$ cat src/rtl/alu_status_reg.sv
module alu_status_reg #(
  parameter int W = 8
) (
  input  logic         clk,
  input  logic         rst_n,
  input  logic [W-1:0] op_a,
  input  logic [W-1:0] op_b,
  input  logic [2:0]   op_sel,
  input  logic         flag_en,
  input  logic         sleep_evt,
  input  logic         wdt_timeout,
  input  logic         wdt_clear,
  input  logic         bus_wr,
  input  logic [7:0]   bus_wdata,
  output logic [W-1:0] result,
  output logic [7:0]   status,
  output logic         bank_sel
);
  localparam int H = W / 2;
  localparam logic [2:0] OP_ADD = 3'd0, OP_SUB = 3'd1, OP_AND = 3'd2, OP_OR = 3'd3,
                         OP_XOR = 3'd4, OP_PA = 3'd5, OP_PB = 3'd6, OP_NOTA = 3'd7;

  logic         is_sub, is_arith;
  logic [W-1:0] b_eff;
  logic [W:0]   sum;
  logic [H:0]   lo_sum;
  logic         c_q, dc_q, z_q, pd_q, to_q, bank_q;

  assign is_sub   = (op_sel == OP_SUB);
  assign is_arith = (op_sel == OP_ADD) || is_sub;
  assign b_eff    = is_sub ? ~op_b : op_b;
  assign sum      = {1'b0, op_a} + {1'b0, b_eff} + {{W{1'b0}}, is_sub};
  assign lo_sum   = {1'b0, op_a[H-1:0]} + {1'b0, b_eff[H-1:0]} + {{H{1'b0}}, is_sub};

  always_comb begin
    case (op_sel)
      OP_ADD, OP_SUB: result = sum[W-1:0];
      OP_AND:         result = op_a & op_b;
      OP_OR:          result = op_a | op_b;
      OP_XOR:         result = op_a ^ op_b;
      OP_PA:          result = op_a;
      OP_PB:          result = op_b;
      default:        result = ~op_a;
    endcase
  end

  always_ff @(posedge clk or negedge rst_n) begin
    if (!rst_n) begin
      c_q    <= 1'b0;
      dc_q   <= 1'b0;
      z_q    <= 1'b0;
      bank_q <= 1'b0;
      pd_q   <= 1'b1;
      to_q   <= 1'b1;
    end else begin
      if (bus_wr) begin
        c_q    <= bus_wdata[0];
        dc_q   <= bus_wdata[1];
        z_q    <= bus_wdata[2];
        bank_q <= bus_wdata[5];
      end
      if (flag_en) begin
        z_q <= (result == '0);
        if (is_arith) begin
          c_q  <= sum[W];
          dc_q <= lo_sum[H];
        end
      end
      if (wdt_clear) begin
        pd_q <= 1'b1;
        to_q <= 1'b1;
      end
      if (sleep_evt)   pd_q <= 1'b0;
      if (wdt_timeout) to_q <= 1'b0;
    end
  end

  assign status   = {2'b00, bank_q, to_q, pd_q, z_q, dc_q, c_q};
  assign bank_sel = bank_q;

  a_r8_sleep_clears_pd: assert property (@(posedge clk) disable iff (!rst_n)
    sleep_evt |=> !status[3]);
  a_r8_timeout_clears_to: assert property (@(posedge clk) disable iff (!rst_n)
    wdt_timeout |=> !status[4]);
  a_r11_bus_no_indicators: assert property (@(posedge clk) disable iff (!rst_n)
    (bus_wr && !sleep_evt && !wdt_timeout && !wdt_clear) |=> $stable(status[4:3]));
  a_r6_logic_keeps_carry: assert property (@(posedge clk) disable iff (!rst_n)
    (flag_en && !bus_wr && op_sel > OP_SUB) |=> $stable(status[1:0]));
  a_r5_zero_flag: assert property (@(posedge clk) disable iff (!rst_n)
    flag_en |=> (status[2] == ($past(result) == '0)));
  a_r3_sub_no_borrow: assert property (@(posedge clk) disable iff (!rst_n)
    (flag_en && is_sub) |=> (status[0] == ($past(op_a) >= $past(op_b))));
  a_r7_flags_hold: assert property (@(posedge clk) disable iff (!rst_n)
    (!flag_en && !bus_wr) |=> $stable(status[2:0]));
endmodule

$ cat config.mk
export PLATFORM = sky130hd
export DESIGN_NAME = alu_status_reg
export DESIGN_NICKNAME = d
export VERILOG_FILES = /design/src/rtl/alu_status_reg.sv
export SDC_FILE = /design/constraint.sdc
export NUM_CORES = 1
export LEC_CHECK = 0
export BUFFER_PORTS_ARGS = -buffer_cell sky130_fd_sc_hd__buf_4
export CAP_MARGIN = 20
export CORE_MARGIN = 2
export CORE_UTILIZATION = 48
export CTS_BUF_LIST = sky130_fd_sc_hd__clkbuf_4
export DETAILED_ROUTE_END_ITERATION = 8
export HOLD_SLACK_MARGIN = 0.15
export PLACE_DENSITY = 0.9
export SYNTH_ARGS = -nofsm -noshare
export SYNTH_HDL_FRONTEND = slang
export SYNTH_SLANG_ARGS = --single-unit
export TNS_END_PERCENT = 5
$ cat constraint.sdc
create_clock -name clk -period 3.13 [get_ports clk]
set_input_delay 0.313 -clock clk [delete_from_list [all_inputs] [get_ports clk]]
set_output_delay 0.313 -clock clk [all_outputs]
set_load 0.005 [all_outputs]
==> flow_metrics.tcl <==
set metrics [dict create \
    status "complete, no violations" \
    worstHoldStart "wdt_timeout" \
    diodes 0 \
    cts.path.max_buffers 2 \
    fill_cells 298 \
    holdPathEnd "to_q" \
    routed_via_density 5.76 \
    relSlewSlack_pct 63.3 \
    die_y_um 60.9 \
    cts_buffers 3 \
    required_ps 2820 \
    r2r-start "dc_q" \
    clkTransAtPathRegs_ps 40 \
    postSynthCellCount 197 \
    nets 300 \
    globalplace.congestion 0.881 \
    synth_most_common_cell "ha_1" \
    finalPower_mw 0.484 \
    cap_violations 0 \
    num_io_pins 51 \
    grt_use_total_pct 21.4 \
    synth_top_area_share_pct 21.0 \
    die_w_um 60.9 \
    syn_avg_cell_area_sq_um 7.88 \
    synth.area.top_cells "ha_1, dfrtp_1, inv_1, xnor2_1, buf_4" \
    ant_nets 0 \
    gr-total-overflow 0 \
    drc 0 \
    cpMaxStageDelayCell "o22ai_1" \
    slew_viol_final 0 \
    hold_class "in2reg" \
    synth_top_cell_by_area "ha_1" \
    wl_per_cell_um 13.5 \
    crit_arrival_ps 2630 \
    initial_core_util_pct 50.9 \
    crit_type "in2out" \
    antenna_found_initial 0 \
    worst_pin_slew_ps 549 \
    num_rows 20 \
    multi_input_area_sq_um 1240 \
    ys_types 54 \
    fmax_mhz 339 \
    vdd_drop_max_mv 0.105 \
    fin_crit_ps 2950 \
    yosys_register_bits 6 \
    grt_max_degree 19 \
    finalHoldViolCount 0 \
    regArea_sq_um 153 \
    cellPowerDensity_nw_per_um2 248 \
    port_buffers 44 \
    htree_levels 1 \
    synth-seq-area-share_pct 9.83 \
    finalSetupTns_ps 0 \
    cp_top_family "compound AO/OA/AOI/OAI gates" \
    rsz0062_at_grt "false" \
    vias 1625 \
    wl_um 3800 \
    dr.pass1.iters 4 \
    synthArstFlopShare_pct 100 \
    holdWs_ps 186 \
    finalSetupViolCount 0 \
    rr_endpoint "dc_q" \
    grt_pass1_vias 1524 \
    period_share_pct 94.2 \
    cts.sinks 6 \
    cp_max_fo 9 \
    synth_commonest_cells "ha_1, inv_1, nor2_1, nand2_1" \
    crit_chain "buf_4 > nor2_1 > and2_1 > buf_4 > xnor2_1 > ha_1 > a211o_1 > o22ai_1 > o31ai_1 > xnor2_1 > a31oi_2 > buf_4" \
    drive_gt1_share_pct 30.7 \
    cts_tree "built" \
    detailed_place_hpwl_um 3120 \
    path_buf_inv 3 \
    clock_latency_ps 240 \
    r2r_cells 3 \
    ys_warn_count 0 \
    area_growth_pct 25.9 \
    grt_pass1_wl_um 6160 \
    cts_root_buf "clkbuf_4" \
    cpMostUsedCell "buf_4" \
    post_cts_buffers 0 \
    synth_top_flop_cell "dfrtp_1" \
    slowest_delay_ps 390 \
    reg2reg_setup_slack_ps 2250 \
    min_path_cells 2 \
    finClkSkew_ps 0 \
    synth-edff-count 0 \
    syn_area_sq_um 1550 \
    start_kind "input port" \
    drt_iter0_markers 43 \
    die-area_sq_um 3710 \
    endpoint_kind "output pin" \
    fin_util_pct 64.1 \
    leakage_nw 0.972 \
    core-area_sq_um 3050 \
]
==> cell type report <==
class	count	area share (%)
Inverter	23	4.41
Multi-Input combinational cell	153	63.3
Timing Repair Buffer	52	20.1
Clock buffer	4	1.54
Sequential cell	6	7.81
Tap cell	44	2.82
==> cells in the final DEF, fill, tap and decap left out, types with 3 or more instances in the layout <==
cell type	instances
buf_4	51
ha_1	26
inv_1	22
nor2_1	13
nand2_1	11
xnor2_1	8
a21oi_1	7
o21ai_0	6
mux2_2	6
nand3_1	5
mux2i_1	5
nor3_1	4
o22ai_1	4
a22oi_1	4
dfrtp_1	4
clkbuf_4	4
nor2b_1	3
a211o_1	3
a32oi_1	3
a211oi_1	3
==> state kept, by name, summed over array words and instances, names as in the netlist <==
name	cells
bank_sel	1
c_q	1
dc_q	1
pd_q	1
to_q	1
z_q	1
==> metrics by stage <==
| stage | worst slack (ps) | area [sq um] | std cells |
|---|---|---|---|
| 6_report | 183 | 1960 | 282 |
| 5_1_grt | 21.2 | 1960 | 282 |
| 4_1_cts | 72.1 | 1950 | 282 |
| 3_5_place_dp | 75.3 | 1910 | 277 |
| 3_3_place_gp | 163 | 1910 | 277 |
| 2_1_floorplan | 29.0 | 1600 | 198 |
==> worst max path at each step <==
stage / from / to / slack (ps) / cells past startpoint
4_1_cts: op_sel[2] / result[7] / 70 / 13
3_5_place_dp: op_sel[2] / result[7] / 80 / 13
6_report: op_sel[2] / result[7] / 180 / 12
5_1_grt: op_sel[2] / result[7] / 20 / 13
2_1_floorplan: op_sel[0] / z_q / 30 / 15
3_3_place_gp: op_sel[2] / z_q / 160 / 13
==> kinds of logic after synthesis <==
family	synth area share [%]
fa+ha+maj	22.2
flops	9.83
compound gates	23.4
buf+inv	12.3
mux	9.02
other cells	0.242
simple gates	16.7
xor+xnor	6.21
==> metal layers <==
metal  global-route usage (%)  vias to the layer above  share of wire [%]
met4                     6.83                        0                1.5
met3                     1.49                        6                8.4
li1                         -                      783                  -
met5                        0                        -                  0
met2                     39.9                       72                 50
met1                     25.7                      764                 40
==> report_power, final <==
part	switching, mW	internal [mW]	leakage [nW]
Combinational	0.152	0.156	0.884
Clock	0.0283	0.0570	0.0184
Sequential	0.00399	0.0872	0.0691
==> timing repair <==
item | in CTS | in global routing
setup endpoints to repair | 0 | 1
hold buffers | 1 | 0
gates resized for setup | 0 | 2
hold endpoints to repair | 6 | 0
Power figures use the tool's default switching activity.
